**config.mk**
```make
export PLATFORM = sky130hd
export DESIGN_NAME = uart_rx_core
export DESIGN_NICKNAME = d
export VERILOG_FILES = /design/src/rtl/uart_rx_pkg.sv /design/src/rtl/uart_rx_sync.sv /design/src/rtl/uart_rx_frame.sv /design/src/rtl/uart_rx_fifo.sv /design/src/rtl/uart_rx_core.sv
export SDC_FILE = /design/constraint.sdc
export NUM_CORES = 1
export LEC_CHECK = 0
export BUFFER_PORTS_ARGS = -buffer_cell sky130_fd_sc_hd__buf_2
export CAP_MARGIN = 25
export CORE_ASPECT_RATIO = 0.6
export CORE_MARGIN = 1
export CORE_UTILIZATION = 30
export CTS_CLUSTER_DIAMETER = 40
export DETAILED_ROUTE_END_ITERATION = 16
export GPL_ROUTABILITY_DRIVEN = 1
export GPL_TIMING_DRIVEN = 0
export SETUP_SLACK_MARGIN = 0.05
export SLEW_MARGIN = 15
export SYNTH_ARGS = -nofsm -noshare
export SYNTH_HDL_FRONTEND = slang
export SYNTH_HIERARCHICAL = 1
export SYNTH_SLANG_ARGS = --single-unit
```
**constraint.sdc**
```tcl
create_clock -name clk -period 4.4 [get_ports clk]
set_input_delay 0.22 -clock clk [delete_from_list [all_inputs] [get_ports clk]]
set_output_delay 0.22 -clock clk [all_outputs]
set_load 0.01 [all_outputs]
```
**src/rtl/uart_rx_pkg.sv**
```systemverilog
// Shared types and helpers for the serial receiver.
// Assumes nothing beyond standard SystemVerilog.
package uart_rx_pkg;

    // Receiver frame phases.
    typedef enum logic [1:0] {
        ST_IDLE  = 2'd0,
        ST_START = 2'd1,
        ST_DATA  = 2'd2,
        ST_STOP  = 2'd3
    } rx_state_t;

    // Two-of-three vote over samples.
    function automatic logic vote3(input logic a, input logic b, input logic c);
        return (a & b) | (a & c) | (b & c);
    endfunction

endpackage

```
**src/rtl/uart_rx_sync.sv**
```systemverilog
// Multi-flop synchronizer for the asynchronous serial line.
// Assumes the line rests high; the flops reset to 1 so no false start appears.
module uart_rx_sync #(
    parameter int STAGES = 2
) (
    input  logic clk,
    input  logic rst_n,
    input  logic din,
    output logic dout
);

    logic [STAGES-1:0] chain;

    // Shift the line through the synchronizer chain.
    always_ff @(posedge clk) begin
        if (!rst_n) begin
            chain <= '1;
        end else begin
            chain <= {chain[STAGES-2:0], din};
        end
    end

    assign dout = chain[STAGES-1];

endmodule

```
**src/rtl/uart_rx_frame.sv**
```systemverilog
// Frame engine: finds the start bit, times each bit with the oversample
// tick, votes over three centre samples and assembles the character.
// Assumes OSR >= 8 and that nine_bit is steady during a frame.
module uart_rx_frame
    import uart_rx_pkg::*;
#(
    parameter int OSR = 16,
    parameter int DW  = 8
) (
    input  logic        clk,
    input  logic        rst_n,
    input  logic        clr,
    input  logic        tick,
    input  logic        rx_s,
    input  logic        nine_bit,
    output logic        busy,
    output logic        done,
    output logic        stop_bad,
    output logic [DW:0] char_out
);

    localparam int CW  = $clog2(OSR);
    localparam int BW  = $clog2(DW + 1);
    localparam int MID = OSR / 2;
    localparam logic [CW-1:0] SMP_A = CW'(MID - 2);
    localparam logic [CW-1:0] SMP_B = CW'(MID - 1);
    localparam logic [CW-1:0] SMP_C = CW'(MID);
    localparam logic [CW-1:0] CNT_END = CW'(OSR - 1);

    rx_state_t     state;
    logic [CW-1:0] cnt;
    logic [BW-1:0] bitn;
    logic          s_a, s_b, armed;
    logic [DW:0]   shreg;
    logic          maj;
    logic [BW-1:0] last_bit;

    assign maj      = vote3(s_a, s_b, rx_s);
    assign last_bit = nine_bit ? BW'(DW) : BW'(DW - 1);

    // Sequence the frame phases on oversample ticks.
    always_ff @(posedge clk) begin
        if (!rst_n || clr) begin
            state    <= ST_IDLE;
            cnt      <= '0;
            bitn     <= '0;
            s_a      <= 1'b1;
            s_b      <= 1'b1;
            armed    <= 1'b0;
            shreg    <= '0;
            done     <= 1'b0;
            stop_bad <= 1'b0;
        end else begin
            done <= 1'b0;
            if (state == ST_IDLE) begin
                if (rx_s) begin
                    armed <= 1'b1;
                end else if (tick && armed) begin
                    state <= ST_START;
                    cnt   <= '0;
                    armed <= 1'b0;
                end
            end else if (tick) begin
                cnt <= (cnt == CNT_END) ? '0 : cnt + 1'b1;
                if (cnt == SMP_A) s_a <= rx_s;
                if (cnt == SMP_B) s_b <= rx_s;
                if (cnt == SMP_C) begin
                    case (state)
                        ST_START: if (maj) state <= ST_IDLE;
                        ST_DATA:  shreg <= {maj, shreg[DW:1]};
                        ST_STOP: begin
                            done     <= 1'b1;
                            stop_bad <= ~maj;
                            state    <= ST_IDLE;
                        end
                        default: ;
                    endcase
                end
                if (cnt == CNT_END) begin
                    case (state)
                        ST_START: begin
                            state <= ST_DATA;
                            bitn  <= '0;
                        end
                        ST_DATA: begin
                            if (bitn == last_bit) state <= ST_STOP;
                            else                  bitn  <= bitn + 1'b1;
                        end
                        default: ;
                    endcase
                end
            end
        end
    end

    assign busy     = (state != ST_IDLE);
    assign char_out = nine_bit ? shreg : {1'b0, shreg[DW:1]};

endmodule

```
**src/rtl/uart_rx_fifo.sv**
```systemverilog
// Small first-in first-out store for received characters.
// Assumes push is a single-cycle strobe; a push into a full store is
// accepted only when a pop frees a slot in the same cycle.
module uart_rx_fifo #(
    parameter int DEPTH = 2,
    parameter int W     = 10,
    parameter int LW    = $clog2(DEPTH + 1)
) (
    input  logic          clk,
    input  logic          rst_n,
    input  logic          push,
    input  logic [W-1:0]  din,
    input  logic          pop,
    output logic [W-1:0]  dout,
    output logic          empty,
    output logic          full,
    output logic [LW-1:0] level
);

    localparam int PW = (DEPTH > 1) ? $clog2(DEPTH) : 1;
    localparam logic [PW-1:0] PTR_END = PW'(DEPTH - 1);

    logic [W-1:0]  mem [DEPTH];
    logic [PW-1:0] rd_ptr, wr_ptr;
    logic          do_pop, do_push;

    assign empty   = (level == '0);
    assign full    = (level == LW'(DEPTH));
    assign do_pop  = pop && !empty;
    assign do_push = push && (!full || do_pop);

    // Write one storage entry per slot.
    for (genvar g = 0; g < DEPTH; g++) begin : g_slot
        always_ff @(posedge clk) begin
            if (do_push && wr_ptr == PW'(g)) mem[g] <= din;
        end
    end

    // Advance pointers and occupancy.
    always_ff @(posedge clk) begin
        if (!rst_n) begin
            rd_ptr <= '0;
            wr_ptr <= '0;
            level  <= '0;
        end else begin
            if (do_push) wr_ptr <= (wr_ptr == PTR_END) ? '0 : wr_ptr + 1'b1;
            if (do_pop)  rd_ptr <= (rd_ptr == PTR_END) ? '0 : rd_ptr + 1'b1;
            case ({do_push, do_pop})
                2'b10:   level <= level + 1'b1;
                2'b01:   level <= level - 1'b1;
                default: ;
            endcase
        end
    end

    assign dout = mem[rd_ptr];

endmodule

```
**src/rtl/uart_rx_core.sv**
```systemverilog
// Top of the asynchronous serial receiver: synchronizer, frame engine,
// address filter, overrun control and character store.
// Assumes tick_16x is a one-cycle pulse at OSR times the bit rate.
module uart_rx_core #(
    parameter int OSR   = 16,
    parameter int DW    = 8,
    parameter int DEPTH = 2
) (
    input  logic          clk,
    input  logic          rst_n,
    input  logic          tick_16x,
    input  logic          rx_in,
    input  logic          port_en,
    input  logic          rx_en,
    input  logic          nine_bit,
    input  logic          addr_filt,
    input  logic          pop,
    output logic [DW:0]   rd_data,
    output logic          rd_ferr,
    output logic          data_avail,
    output logic          overrun,
    output logic          rx_idle
);

    localparam int LW = $clog2(DEPTH + 1);

    logic          core_rst_n;
    logic          rx_s, busy, done, stop_bad;
    logic [DW:0]   char_w;
    logic          addr_ok, want, push_v, buf_empty, buf_full;
    logic [DW+1:0] buf_out;
    logic [LW-1:0] buf_level;

    assign core_rst_n = rst_n & port_en;

    uart_rx_sync #(.STAGES(2)) u_sync (
        .clk(clk), .rst_n(core_rst_n), .din(rx_in), .dout(rx_s)
    );

    uart_rx_frame #(.OSR(OSR), .DW(DW)) u_frame (
        .clk(clk), .rst_n(core_rst_n), .clr(~rx_en), .tick(tick_16x),
        .rx_s(rx_s), .nine_bit(nine_bit), .busy(busy), .done(done),
        .stop_bad(stop_bad), .char_out(char_w)
    );

    assign addr_ok = !(nine_bit && addr_filt && !char_w[DW]);
    assign want    = done && addr_ok && !overrun;
    assign push_v  = want && (!buf_full || pop);

    // Hold overrun until the receive enable drops.
    always_ff @(posedge clk) begin
        if (!core_rst_n || !rx_en) begin
            overrun <= 1'b0;
        end else if (want && buf_full && !pop) begin
            overrun <= 1'b1;
        end
    end

    uart_rx_fifo #(.DEPTH(DEPTH), .W(DW + 2), .LW(LW)) u_fifo (
        .clk(clk), .rst_n(core_rst_n), .push(push_v),
        .din({stop_bad, char_w}), .pop(pop), .dout(buf_out),
        .empty(buf_empty), .full(buf_full), .level(buf_level)
    );

    assign rd_data    = buf_out[DW:0];
    assign rd_ferr    = buf_out[DW+1];
    assign data_avail = !buf_empty;
    assign rx_idle    = !busy;

endmodule

```
## Word-level counts from Yosys, hierarchy flattened

Memory sizes are Yosys's and may differ from the RTL's. A register that Yosys moved wholly into a read port is not among the register bits.
Index checks and enable logic that the tools add are counted.

- Bitwise operators: 12
- Reductions and logical operators: 41
- Equality and inequality tests: 14
- Mux-type cells: 34
- $add $sub $neg: 6

Operators with widths:

| kind | count |
|---|---|
| 2-to-1 mux 4 bit | 7 |
| 2-to-1 mux 2 bit | 8 |
| 2-to-1 mux 1 bit | 13 |
| logical AND 1 bit | 12 |
| case mux 2 bit (2 select lines) | 3 |
| 2-to-1 mux 10 bit | 1 |
| nonzero test 2 bit | 5 |
| OR reduction 10 bit | 1 |
| logical NOT 1 bit | 9 |
| 2-to-1 mux 9 bit | 1 |
| AND reduction 3 bit | 3 |
| adder 4 x 1 -> 4 bit (second input constant) | 2 |
| equality test 2 bit (second input constant) | 4 |
| equality test 4 x 3 -> 1 bit (second input constant) | 2 |
| equality test 4 bit (second input constant) | 2 |
| case mux 4 bit (2 select lines) | 1 |
| AND reduction 4 bit | 2 |
| inequality test 2 bit (second input constant) | 3 |
| inverter 1 bit | 6 |
| AND reduction 5 bit | 1 |
| bitwise AND 1 bit | 4 |
| equality test 2 x 1 -> 1 bit (second input constant) | 2 |
| equality test 4 bit | 1 |
| logical NOT 2 bit | 2 |
| other kinds (7) | 12 |

- Word-level logic and storage cells: 122
- Input port bits: 9
- Output and inout port bits: 13
- Memories kept: 1
- Register bits after elaboration: 31
- Memory bits (writable): 20

Memory list:

| memory | words | bits a word | read ports | clocked after Yosys merged registers in | write ports | RTL line | RTL |
|---|---|---|---|---|---|---|---|
| u_fifo.mem | 2 | 10 | 1 | 1 | 1 | uart_rx_fifo.sv:23 | `logic [W-1:0] mem [DEPTH];` |

## Logic depth before layout (Yosys ltp)

Gate-level depths: netlist of run 1.

- Depth in word-level cells: 13
- Gate-level depth with buffers: 8
- Mapped depth without buffers: 7

## Cells and area by module

Netlist of run 1, hierarchy kept.

By module, submodules not included:

| module | seq. area each (µm²) | times used | area an instance (µm²) | cells an instance |
|---|---|---|---|---|
| uart_rx_frame | 480.5 | 1 | 1318.8 | 149 |
| uart_rx_fifo | 700.7 | 1 | 967.2 | 61 |
| uart_rx_core | 20.0 | 1 | 98.8 | 11 |
| uart_rx_sync | 40.0 | 1 | 52.6 | 4 |

## Worst setup path after synthesis of run 1

OpenSTA, ideal clock, no wires.

- Path kind: input port to flip-flop
- From: input port nine_bit
- To: memory u_fifo.mem[1][0], enable pin
- Stages: 7
- Buffers on the path: 1
- Data arrival time: 1725 ps
- Setup time: 376 ps
- Data required time: 4024 ps
- Setup slack: 2299 ps
- Path through: buf_2 and2_1 nand3b_4 nand2_1 nor3_1 o21ai_2 nor2_1

- Cells in the longest elaborated chain, start to end: 13
- Elaborated cells on any way between the ends: 18
- Classes of those cells: 7 x mux; 11 x reduce/logical

RTL lines:

| element | RTL line | RTL |
|---|---|---|
| start: declaration | uart_rx_core.sv:15 | `input logic nine_bit,` |
| 2-to-1 mux 9 bit (*) | uart_rx_frame.sv:97 | `assign char_out = nine_bit ? shreg : {1'b0, shreg[DW:1]};` |
| named net char_w[8] | uart_rx_core.sv:29 | `logic [DW:0] char_w;` |
| logical NOT 1 bit (*) | uart_rx_core.sv:46 | `assign addr_ok = !(nine_bit && addr_filt && !char_w[DW]);` |
| logical AND 1 bit (*) | uart_rx_core.sv:46 |  |
| logical NOT 1 bit (*) | uart_rx_core.sv:46 |  |
| logical AND 1 bit (*) (2 in a row) | uart_rx_core.sv:47 | `assign want = done && addr_ok && !overrun;` |
| logical AND 1 bit (*) | uart_rx_core.sv:48 | `assign push_v = want && (!buf_full \|\| pop);` |
| named net push_v | uart_rx_core.sv:30 | `logic addr_ok, want, push_v, buf_empty, buf_full;` |
| logical AND 1 bit (*) | uart_rx_fifo.sv:30 | `assign do_push = push && (!full \|\| do_pop);` |
| logical AND 1 bit | uart_rx_fifo.sv:35 | `if (do_push && wr_ptr == PW'(g)) mem[g] <= din;` |
| 2-to-1 mux 1 bit | uart_rx_fifo.sv:35 |  |
| 2-to-1 mux 1 bit (implied by the code) | uart_rx_fifo.sv:35 |  |
| OR reduction 10 bit (no source line) | - |  |
| 2-to-1 mux 1 bit (no source line) | - |  |
| end: declaration | uart_rx_fifo.sv:23 |  |

The timed path passes the listed nets; every way through them passes the cells marked *.

## Worst setup path after layout of run 1

- From: register u_fifo.level[0]
- To: memory u_fifo.mem[1][3], enable pin

- Cells in the longest elaborated chain, start to end: 10
- Elaborated cells on any way between the ends: 18
- Classes of those cells: 1 x eq/ne; 6 x mux; 11 x reduce/logical

RTL lines:

| element | RTL line | RTL |
|---|---|---|
| start: declaration | uart_rx_fifo.sv:17 | `output logic [LW-1:0] level` |
| start signal: assignment | uart_rx_fifo.sv:49 | `2'b10: level <= level + 1'b1;` |
| start signal: assignment | uart_rx_fifo.sv:50 | `2'b01: level <= level - 1'b1;` |
| equality test 2 bit (*) | uart_rx_fifo.sv:28 | `assign full = (level == LW'(DEPTH));` |
| named net buf_full | uart_rx_core.sv:30 |  |
| logical NOT 1 bit (*) | uart_rx_core.sv:48 |  |
| logical OR 1 bit (*) | uart_rx_core.sv:48 |  |
| logical AND 1 bit (*) | uart_rx_core.sv:48 |  |
| named net push_v | uart_rx_core.sv:30 |  |
| logical AND 1 bit (*) | uart_rx_fifo.sv:30 |  |
| logical AND 1 bit | uart_rx_fifo.sv:35 |  |
| 2-to-1 mux 1 bit | uart_rx_fifo.sv:35 |  |
| 2-to-1 mux 1 bit (implied by the code) | uart_rx_fifo.sv:35 |  |
| OR reduction 10 bit (no source line) | - |  |
| 2-to-1 mux 1 bit (no source line) | - |  |

Marked as above.

==> impl_metrics.env, run 1 <==
export IMPL_first_pass_iters=4
export IMPL_internal_power_uw=717
export IMPL_drt_initial_drc_count=120
export IMPL_synth_most_common_cell="dfxtp_1"
export IMPL_std_cell_rows=25
export IMPL_post_drt_wl_per_cell_um=12.6
export IMPL_r2r_end="u_fifo/mem[1][3]$_DFFE_PP_"
export IMPL_r2r_start="u_fifo/level[0]$_SDFFE_PN0P_"
export IMPL_worstSetupPathType="flop to flop"
export IMPL_grt_util_met2_pct=16.5
export IMPL_final_nets=271
export IMPL_power_frac_clock_pct=43.3
export IMPL_critPathCaptureType="flop"
export IMPL_synth_flop_cell="dfxtp_1"
export IMPL_drc=0
export IMPL_fmaxAchievable_mhz=388
export IMPL_startpoint_type="flop"
export IMPL_fp_dieW_um=118
export IMPL_swShare_pct=21.3
export IMPL_fin_util_pct=35.8
export IMPL_coreArea_um2=7880
export IMPL_drive_above_1_share_pct=23.6
export IMPL_maxCapViolCount=0
export IMPL_status="complete, no violations"
export IMPL_n_antenna_cell=0
export IMPL_min_to="u_sync/chain[0]$_SDFF_PN1_"
export IMPL_synth_top_cell_area_share_pct=26.3
export IMPL_yosysSeqAreaShare_pct=50.9
export IMPL_yosys_warnings=6
export IMPL_antenna_left=0
export IMPL_vias=1676
export IMPL_hp_start="rx_in"
export IMPL_die_height_um=71.8
export IMPL_grt_max_degree=18
export IMPL_numCtsBuffers=5
export IMPL_combPwrFrac_pct=2.1
export IMPL_period_share_pct=58.6
export IMPL_gp_congestion=0.757
export IMPL_io_pins=22
export IMPL_avgSynthCellArea_um2=10.8
export IMPL_clk_transition_reported_paths_ns=0.07
export IMPL_totalWireLength_mm=4.54
export IMPL_rsz0062_at_grt="no"
export IMPL_ctsHtreeMaxLevel=2
export IMPL_max_vdd_ir_drop_uv=137
export IMPL_cts_sinks=52
export IMPL_async_reset_ff_share_pct=0
export IMPL_cp_data_arrival_time_ns=2.50
export IMPL_start_util_pct=30.9
export IMPL_relSlewSlack_pct=36.8
export IMPL_globalRouteMet1Util_pct=15.6
export IMPL_hold_viol=0
export IMPL_fillers=811
export IMPL_cts_buffer_depth=2
export IMPL_syn_area_um2=2440
export IMPL_path_max_fanout=10
export IMPL_portBuffers=21
export IMPL_syn_to_final_growth_pct=15.9
export IMPL_yosys_area_top_type="dfxtp_1"
export IMPL_dieArea_um2=8500
export IMPL_r2r_slack_ns=1.82
export IMPL_finClkSkew_ns=0.00246
export IMPL_synth_commonest_cells="dfxtp_1 (32), edfxtp_1 (20), nor2_1 (20), mux2_2 (18), nand2_1 (14)"
export IMPL_cellLeakagePower_nw=1.19
export IMPL_antenna_found_initial=0
export IMPL_synth_cell_types=49
export IMPL_overflow=0
export IMPL_clkLatencyLatePin_ns=0.30
export IMPL_synth_edf_count=20
export IMPL_min_period_ns=2.58
export IMPL_cts_root_buf="clkbuf_16"
export IMPL_reg2reg_depth=6
export IMPL_worst_pin_slew_ns=0.944
export IMPL_grtUsageTotal_pct=11.6
export IMPL_syn_inst=225
export IMPL_synth_area_top_cells="dfxtp_1 (26%), edfxtp_1 (25%), mux2_2 (8.3%)"
export IMPL_grt_pass1_vias=1503
export IMPL_cp_data_required_time_ns=4.33
export IMPL_p_per_area_nw_per_um2=322
export IMPL_fin_setup_tns_ns=0
export IMPL_postCtsSetupRepairBufs=0
export IMPL_switchingPower_uw=194
export IMPL_hp_class="input pin to flop"
export IMPL_vias_per_cell=4.63
export IMPL_cts_hold_buf=0
export IMPL_hold_depth=2
export IMPL_dp_hpwl_mm=3.16
export IMPL_finalMaxSlewViolations=0
export IMPL_ys_ff_latch=52
export IMPL_timing_hold_ws_ns=0.0962
export IMPL_synth_fp_nets=243
export IMPL_cts_resized=0
export IMPL_globalRouteMet3Util_pct=3.90
export IMPL_busiest_layer="met2"
export IMPL_grt_pass1_wl_mm=7.43
export IMPL_tritoncts="done"
export IMPL_pwr_share_seq_pct=54.6
export IMPL_final_setup_viol_count=0
[layout make-up]
cell class	count	area (um^2)	share of cell area, %
inverters	12	45.0	1.60
flip-flops and latches	52	1240	44.0
well taps	108	135	4.79
plain buffers	7	35.0	1.24
clock inverters	3	21.3	0.753
repair buffers	21	105	3.72
multi-input cells	154	1120	39.5
clock buffers	5	125	4.43
[metrics by stage]
step / area (um^2) / power [mW] / worst slack [ns] / std cells
6_report: 2820 / 0.911 / 1.82 / 362
5_1_grt: 2820 / 0.945 / 1.62 / 362
4_1_cts: 2820 / 0.927 / 1.76 / 362
3_5_place_dp: 2680 / 0.527 / 1.54 / 354
3_3_place_gp: 2680 / 0.527 / 1.55 / 354
2_1_floorplan: 2440 / 0.519 / 2.30 / 225
[cells in the final DEF, fill, tap and decap left out, types with 4 or more instances in the layout]
cell type,instances
o21ai_1,4
nand2b_1,6
buf_2,25
ha_1,9
edfxtp_1,20
and2_1,4
nor2_1,20
nand2_1,14
nand3_1,10
o21ai_0,4
a21oi_1,8
dfxtp_1,32
nor2b_1,4
mux2_2,18
mux2i_1,12
inv_1,12
clkbuf_16,5
[worst max-delay path, stage by stage, from the launching register on]
cell	delay [ns]
dfxtp_1	0.43
nand2b_2	0.18
inv_1	0.04
nor2b_4	0.12
nor3_1	0.52
o21ai_2	0.16
nor2_1	0.75
[cells by family after synthesis]
logic type               after synthesis  synth area share [%]
multiplexers                          30                  13.2
AO/OA/AOI/OAI                         35                  9.45
adder cells (fa/ha/maj)               10                  5.03
AND/OR/NAND/NOR                       78                  17.7
XOR/XNOR                               1                 0.359
buffers and inverters                 19                  3.29
flip-flops                            52                  50.9
[power by group through the flow]
stage / sequential (mW) / clock (mW) / combinational [mW]
final: 0.497 / 0.395 / 0.0193
after global routing: 0.497 / 0.427 / 0.0213
after CTS: 0.497 / 0.411 / 0.0196
after detailed placement: 0.508 / 0 / 0.0195
after global placement: 0.508 / 0 / 0.0194
after floorplan: 0.508 / 0 / 0.0111
[registers in the layout (all words and copies together), names as in the netlist, 2 cells and up, named ones only]
register,cells
u_fifo/mem,20
u_frame/shreg,9
u_frame/bitn,4
u_frame/cnt,4
u_fifo/level,2
u_frame/state,2
u_sync/chain,2
[worst max-delay path by stage]
stage                                      start                          to  slack (ns)  depth (start not counted)
floorplan                               nine_bit  u_fifo/mem[1][0]$_DFFE_PP_        2.30                          7
global route        u_fifo/level[0]$_SDFFE_PN0P_  u_fifo/mem[0][0]$_DFFE_PP_        1.62                          6
detailed placement                      nine_bit  u_fifo/mem[0][4]$_DFFE_PP_        1.54                          8
finish              u_fifo/level[0]$_SDFFE_PN0P_  u_fifo/mem[1][3]$_DFFE_PP_        1.82                          6
CTS                 u_fifo/level[0]$_SDFFE_PN0P_  u_fifo/mem[0][0]$_DFFE_PP_        1.76                          6
global placement                        nine_bit  u_fifo/mem[1][7]$_DFFE_PP_        1.55                          8
[per-layer routing]
metal | part of all wire, % | vias to the layer above
met2 | 41 | 22
li1 | - | 856
met1 | 54 | 790
met5 | 0 | -
met3 | 3.4 | 8
met4 | 1.6 | 0
No activity file was read; power rests on OpenSTA's default activity.
==> run 2: changes to the inputs <==
==> constraint.sdc (replaced) <==
create_clock -name clk -period 2.3 [get_ports clk]
set_input_delay 0.115 -clock clk [delete_from_list [all_inputs] [get_ports clk]]
set_output_delay 0.115 -clock clk [all_outputs]
set_load 0.01 [all_outputs]
==> run 2 against run 1 <==
Against the previous run: global-route usage unchanged; critical path type unchanged; largest cell class unchanged; combinational power up 98%; highest routed layer unchanged; register-to-register slack worse by 1.5 ns; setup slack worse by 1.5 ns; critical path depth stayed put; power rose by 92%; cell count grew 0.28%; wire length rose by 0.64%; first-iteration DRC count shrank 11%; sequential share of layout area shrank 0.46 points.
==> impl_metrics.env, run 2 (synthesized netlist as in run 1, its figures left out) <==
export IMPL_maxCapViolCount=0
export IMPL_hold_viol=0
export IMPL_tritoncts="done"
export IMPL_clkLatencyLatePin_ns=0.30
export IMPL_largest_register_ffs=20
export IMPL_rsz0062_at_grt="no"
export IMPL_grt_pass1_vias=1498
export IMPL_dp_hpwl_mm=3.16
export IMPL_r2r_slack_ns=0.32
export IMPL_layout_common_cells="dfxtp_1 (32), buf_2 (25), edfxtp_1 (20), mux2_2 (18), nor2_1 (18)"
export IMPL_first_pass_iters=4
export IMPL_cts_root_buf="clkbuf_16"
export IMPL_final_nets=272
export IMPL_hp_class="input pin to flop"
export IMPL_io_pins=22
export IMPL_clk_transition_reported_paths_ns=0.07
export IMPL_r2r_start="u_fifo/level[0]$_SDFFE_PN0P_"
export IMPL_portBuffers=21
export IMPL_ctsHtreeMaxLevel=2
export IMPL_path_cells="nand2b_2 > inv_1 > nor2b_4 > nor3_2 > o21ai_2 > nor2_4"
export IMPL_place_inst=354
export IMPL_cp_startpoint="u_fifo/level[0]$_SDFFE_PN0P_"
export IMPL_p_per_area_nw_per_um2=611
export IMPL_n_antenna_cell=0
export IMPL_largestRegisters="u_fifo/mem x20, u_frame/shreg x9"
export IMPL_cts_buffer_depth=2
export IMPL_fin_setup_tns_ns=0
export IMPL_start_util_pct=30.9
export IMPL_grt_max_degree=18
export IMPL_layout_commonest_cell="dfxtp_1"
export IMPL_syn_to_final_growth_pct=17.1
export IMPL_cp_slowest_cell="dfxtp_1"
export IMPL_die_height_um=71.8
export IMPL_timing_hold_ws_ns=0.0867
export IMPL_endpoint="u_fifo/mem[0][4]$_DFFE_PP_"
export IMPL_path_max_fanout=10
export IMPL_antenna_found_initial=0
export IMPL_vias_per_cell=4.62
export IMPL_numCtsBuffers=5
export IMPL_postCtsSetupRepairBufs=0
export IMPL_max_vdd_ir_drop_uv=264
export IMPL_dieArea_um2=8500
export IMPL_fp_dieW_um=118
export IMPL_post_drt_wl_per_cell_um=12.6
export IMPL_vias=1677
export IMPL_reg2reg_depth=6
export IMPL_antenna_left=0
export IMPL_coreArea_um2=7880
export IMPL_relSlewSlack_pct=59.9
export IMPL_critPathCaptureType="flop"
export IMPL_overflow=0
export IMPL_drt_initial_drc_count=107
export IMPL_min_period_ns=1.98
export IMPL_cp_data_required_time_ns=2.27
export IMPL_largest_register="u_fifo/mem"
export IMPL_postLayoutCellArea_um2=2850
export IMPL_worstSetupPathType="flop to flop"
export IMPL_finalMaxSlewViolations=0
export IMPL_worst_pin_slew_ns=0.594
export IMPL_final_setup_viol_count=0
export IMPL_grt_pass1_wl_mm=7.42
export IMPL_fillers=806
export IMPL_r2r_end="u_fifo/mem[0][4]$_DFFE_PP_"
export IMPL_status="complete, no violations"
export IMPL_drive_above_1_share_pct=24.7
export IMPL_gp_congestion=0.757
export IMPL_totalWireLength_mm=4.57
export IMPL_cellLeakagePower_nw=1.17
export IMPL_instances_no_fill=363
export IMPL_period_share_pct=86.1
export IMPL_cp_data_arrival_time_ns=1.95
export IMPL_grtUsageTotal_pct=11.6
export IMPL_post_dp_cell_area_um2=2680
export IMPL_std_cell_rows=25
export IMPL_fmaxAchievable_mhz=505
export IMPL_cp_slowest_stage_delay_ns=0.43
export IMPL_p_total_mw=1.74
export IMPL_startpoint_type="flop"
export IMPL_finClkSkew_ns=0.00219
export IMPL_drc=0
export IMPL_cts_sinks=52
[run 2: layout make-up]
class                      count  area, um^2  share of cell area [%]
inverter                      12        45.0                    1.58
tap                          108         135                    4.73
multi-input combinational    154        1140                    39.8
clock inverter                 3        21.3                   0.745
sequential                    52        1240                    43.5
clock buffer                   5         125                    4.38
timing repair buffer          22         115                    4.03
buffer                         7        35.0                    1.23
[run 2: worst min-delay path by stage]
stage                     startpoint  slack [ns]  cells past startpoint                    endpoint
final                          rx_en        0.09                      3        overrun$_SDFFE_PP0P_
after detailed placement       rx_in        0.30                      2  u_sync/chain[0]$_SDFF_PN1_
after floorplan                rx_in        0.22                      1  u_sync/chain[0]$_SDFF_PN1_
after CTS                      rx_en        0.08                      3        overrun$_SDFFE_PP0P_
after global routing           rx_en         0.1                      3        overrun$_SDFFE_PP0P_
after global placement         rx_in        0.30                      2  u_sync/chain[0]$_SDFF_PN1_
[run 2: critical path: cells and delay by family (launching register included)]
family,cells,cell delay [ns]
flops,1,0.43
compound gates,1,0.20
simple gates,4,0.98
buf+inv,1,0.04
[run 2: layer usage]
metal	up-vias	routed length (um)	part of all wire (%)	track usage (%)
met4	0	73	1.6	5.56
met2	20	1910	42	16.5
li1	856	-	-	-
met3	8	146	3.2	3.90
met1	793	2440	53	15.6
met5	-	0	0	0
[run 2: stage by stage]
stage | setup slack [ns] | util [%]
after CTS | -0.0746 | 36.0
after floorplan | 0.226 | -
after global routing | 0.215 | 36.2
after global placement | -0.442 | 34.0
after detailed placement | -0.455 | 34.0
final | 0.319 | 36.2
[run 2: timing repair]
item,CTS,global route
gates resized for setup,2,3
pin swaps,0,0
setup endpoints to repair,20,20
hold endpoints to repair,1,0
hold buffers,1,0
[run 2: report_power, final]
part / switching [mW] / internal [mW]
combinational: 0.0216 / 0.0167
sequential: 0.000757 / 0.950
clock: 0.350 / 0.406
total: 0.373 / 1.37
==> run 3: changes to the inputs <==
--- a/config.mk
+++ b/config.mk
@@ -7,13 +7,14 @@
 export LEC_CHECK = 0
 export BUFFER_PORTS_ARGS = -buffer_cell sky130_fd_sc_hd__buf_2
 export CAP_MARGIN = 25
-export CORE_ASPECT_RATIO = 0.6
+export CORE_ASPECT_RATIO = 2
 export CORE_MARGIN = 1
-export CORE_UTILIZATION = 30
+export CORE_UTILIZATION = 45
 export CTS_CLUSTER_DIAMETER = 40
 export DETAILED_ROUTE_END_ITERATION = 16
 export GPL_ROUTABILITY_DRIVEN = 1
 export GPL_TIMING_DRIVEN = 0
+export PLACE_DENSITY = 0.66
 export SETUP_SLACK_MARGIN = 0.05
 export SLEW_MARGIN = 15
 export SYNTH_ARGS = -nofsm -noshare
==> run 3 against run 2 <==
Against the previous run: combinational power is essentially flat; maximum frequency rose by 3.8%; hold slack better by 0.012 ns; wire length down 12%; sequential power barely moved; largest cell class unchanged.
==> impl_metrics.env, run 3 (synthesized netlist as in run 1, its figures left out) <==
export IMPL_status="complete, no violations"
export IMPL_internal_power_mw=1.40
export IMPL_instances_no_fill=313
export IMPL_totalWireLength_mm=4.03
export IMPL_globalRouteMet3Util_pct=3.43
export IMPL_pwr_share_seq_pct=55.9
export IMPL_min_period_ns=1.91
export IMPL_swShare_pct=17.6
export IMPL_drc=0
export IMPL_gp_congestion=0.767
export IMPL_first_pass_iters=4
export IMPL_drive_above_1_share_pct=24.3
export IMPL_post_dp_cell_area_um2=2620
export IMPL_relSlewSlack_pct=59.8
export IMPL_rsz0062_at_grt="no"
export IMPL_vias=1641
export IMPL_maxCapViolCount=0
export IMPL_grt_pass1_wl_mm=6.62
export IMPL_fin_util_pct=53.6
export IMPL_antenna_found_initial=0
export IMPL_cts_root_buf="clkbuf_8"
export IMPL_n_antenna_cell=0
export IMPL_vias_per_cell=5.24
export IMPL_p_total_mw=1.70
export IMPL_cts_buffer_depth=2
export IMPL_grt_util_met2_pct=30.2
export IMPL_finalMaxSlewViolations=0
export IMPL_dp_hpwl_mm=3.05
export IMPL_start_util_pct=47.0
export IMPL_portBuffers=21
export IMPL_postLayoutCellArea_um2=2780
export IMPL_r2r_slack_ns=0.39
export IMPL_numCtsBuffers=5
export IMPL_grt_max_degree=17
export IMPL_place_inst=304
export IMPL_power_frac_clock_pct=41.9
export IMPL_timing_hold_ws_ns=0.0982
export IMPL_grtUsageTotal_pct=16.0
export IMPL_p_per_area_nw_per_um2=612
export IMPL_postCtsSetupRepairBufs=0
export IMPL_layout_common_cells="dfxtp_1 (32), buf_2 (25), edfxtp_1 (20), mux2_2 (18), nor2_1 (18)"
export IMPL_drt_initial_drc_count=42
export IMPL_antenna_left=0
export IMPL_hold_viol=0
export IMPL_final_setup_viol_count=0
export IMPL_ctsHtreeMaxLevel=2
export IMPL_path_max_fanout=10
export IMPL_hp_class="input pin to flop"
export IMPL_max_vdd_ir_drop_uv=582
export IMPL_cp_data_required_time_ns=2.27
export IMPL_clkLatencyLatePin_ns=0.29
export IMPL_syn_to_final_growth_pct=14.0
export IMPL_cts_sinks=52
export IMPL_fmaxAchievable_mhz=524
export IMPL_die_height_um=106
export IMPL_busiest_layer="met2"
export IMPL_finClkSkew_ns=0.00548
export IMPL_switchingPower_uw=300
export IMPL_combPwrFrac_pct=2.2
export IMPL_clk_transition_reported_paths_ns=0.09
export IMPL_largest_register_ffs=20
export IMPL_largestRegisters="u_fifo/mem x20, u_frame/shreg x9"
export IMPL_final_nets=272
export IMPL_tritoncts="done"
export IMPL_overflow=0
export IMPL_worst_pin_slew_ns=0.594
export IMPL_grt_pass1_vias=1556
export IMPL_startpoint_type="flop"
export IMPL_worstSetupPathType="flop to flop"
export IMPL_dieArea_um2=5730
export IMPL_coreArea_um2=5180
export IMPL_fp_dieW_um=54.0
export IMPL_post_drt_wl_per_cell_um=12.9
export IMPL_critPathCaptureType="flop"
export IMPL_cp_data_arrival_time_ns=1.88
export IMPL_layout_commonest_cell="dfxtp_1"
export IMPL_cellLeakagePower_nw=1.16
export IMPL_std_cell_rows=37
export IMPL_largest_register="u_fifo/mem"
export IMPL_globalRouteMet1Util_pct=15.1
export IMPL_period_share_pct=82.9
export IMPL_io_pins=22
[run 3: changes by cell type in the layout (fill, tap and decap cells not counted)]
cell,change
clkbuf_1,+1
inv_6,-1
clkbuf_8,+5
clkinvlp_4,-1
bufinv_16,+2
clkinv_2,-1
clkbuf_16,-5
[run 3: timing repair]
item | in CTS | in global routing
gates resized for setup | 2 | 3
hold endpoints to repair | 1 | 0
endpoints found under the setup margin | 20 | 20
hold buffers | 1 | 0
[run 3: critical path, stage by stage, from the launching register on]
cell and delay (ns):
dfxtp_1 0.43, nand2b_2 0.17, inv_1 0.04, nor2b_4 0.12, nor3_2 0.33, o21ai_2 0.19, nor2_4 0.31
[run 3: worst paths after layout]
| check | from | endpoint | depth (start not counted) |
|---|---|---|---|
| setup reg to reg | u_fifo/level[0]$_SDFFE_PN0P_ | u_fifo/mem[1][2]$_DFFE_PP_ | 6 |
| setup / recovery | u_fifo/level[0]$_SDFFE_PN0P_ | u_fifo/mem[1][2]$_DFFE_PP_ | 6 |
| hold / removal | rx_en | overrun$_SDFFE_PP0P_ | 3 |
| hold reg to reg | u_sync/chain[0]$_SDFF_PN1_ | u_sync/chain[1]$_SDFF_PN1_ | 1 |
[run 3: power groups by stage]
| stage | Combinational [mW] | Clock (mW) | Sequential [mW] |
|---|---|---|---|
| finish | 0.0380 | 0.712 | 0.950 |
| global route | 0.0415 | 0.762 | 0.950 |
| detailed placement | 0.0377 | 0 | 0.971 |
| floorplan | 0.0213 | 0 | 0.971 |
| global placement | 0.0373 | 0 | 0.971 |
| CTS | 0.0390 | 0.736 | 0.950 |
[run 3: area by class of cell]
type | count | area (um^2)
Fill cell | 505 | 2410
Timing Repair Buffer | 22 | 115
Clock inverter | 2 | 60.1
Sequential cell | 52 | 1240
Clock buffer | 6 | 72.6
Multi-Input combinational cell | 154 | 1140
Buffer | 7 | 35.0
Inverter | 12 | 45.0
Tap cell | 58 | 72.6
[run 3: stage by stage]
| stage | setup WS (ns) | setup TNS [ns] |
|---|---|---|
| global placement | -0.318 | -6.34 |
| floorplan | 0.226 | 0 |
| global route | 0.248 | 0 |
| finish | 0.392 | 0 |
| detailed placement | -0.355 | -7.04 |
| CTS | 0.0242 | 0 |
[run 3: routing by layer]
layer	part of all wire [%]	up-vias
met3	1.9	4
met4	1.5	0
li1	-	856
met2	59	16
met5	0	-
met1	37	765
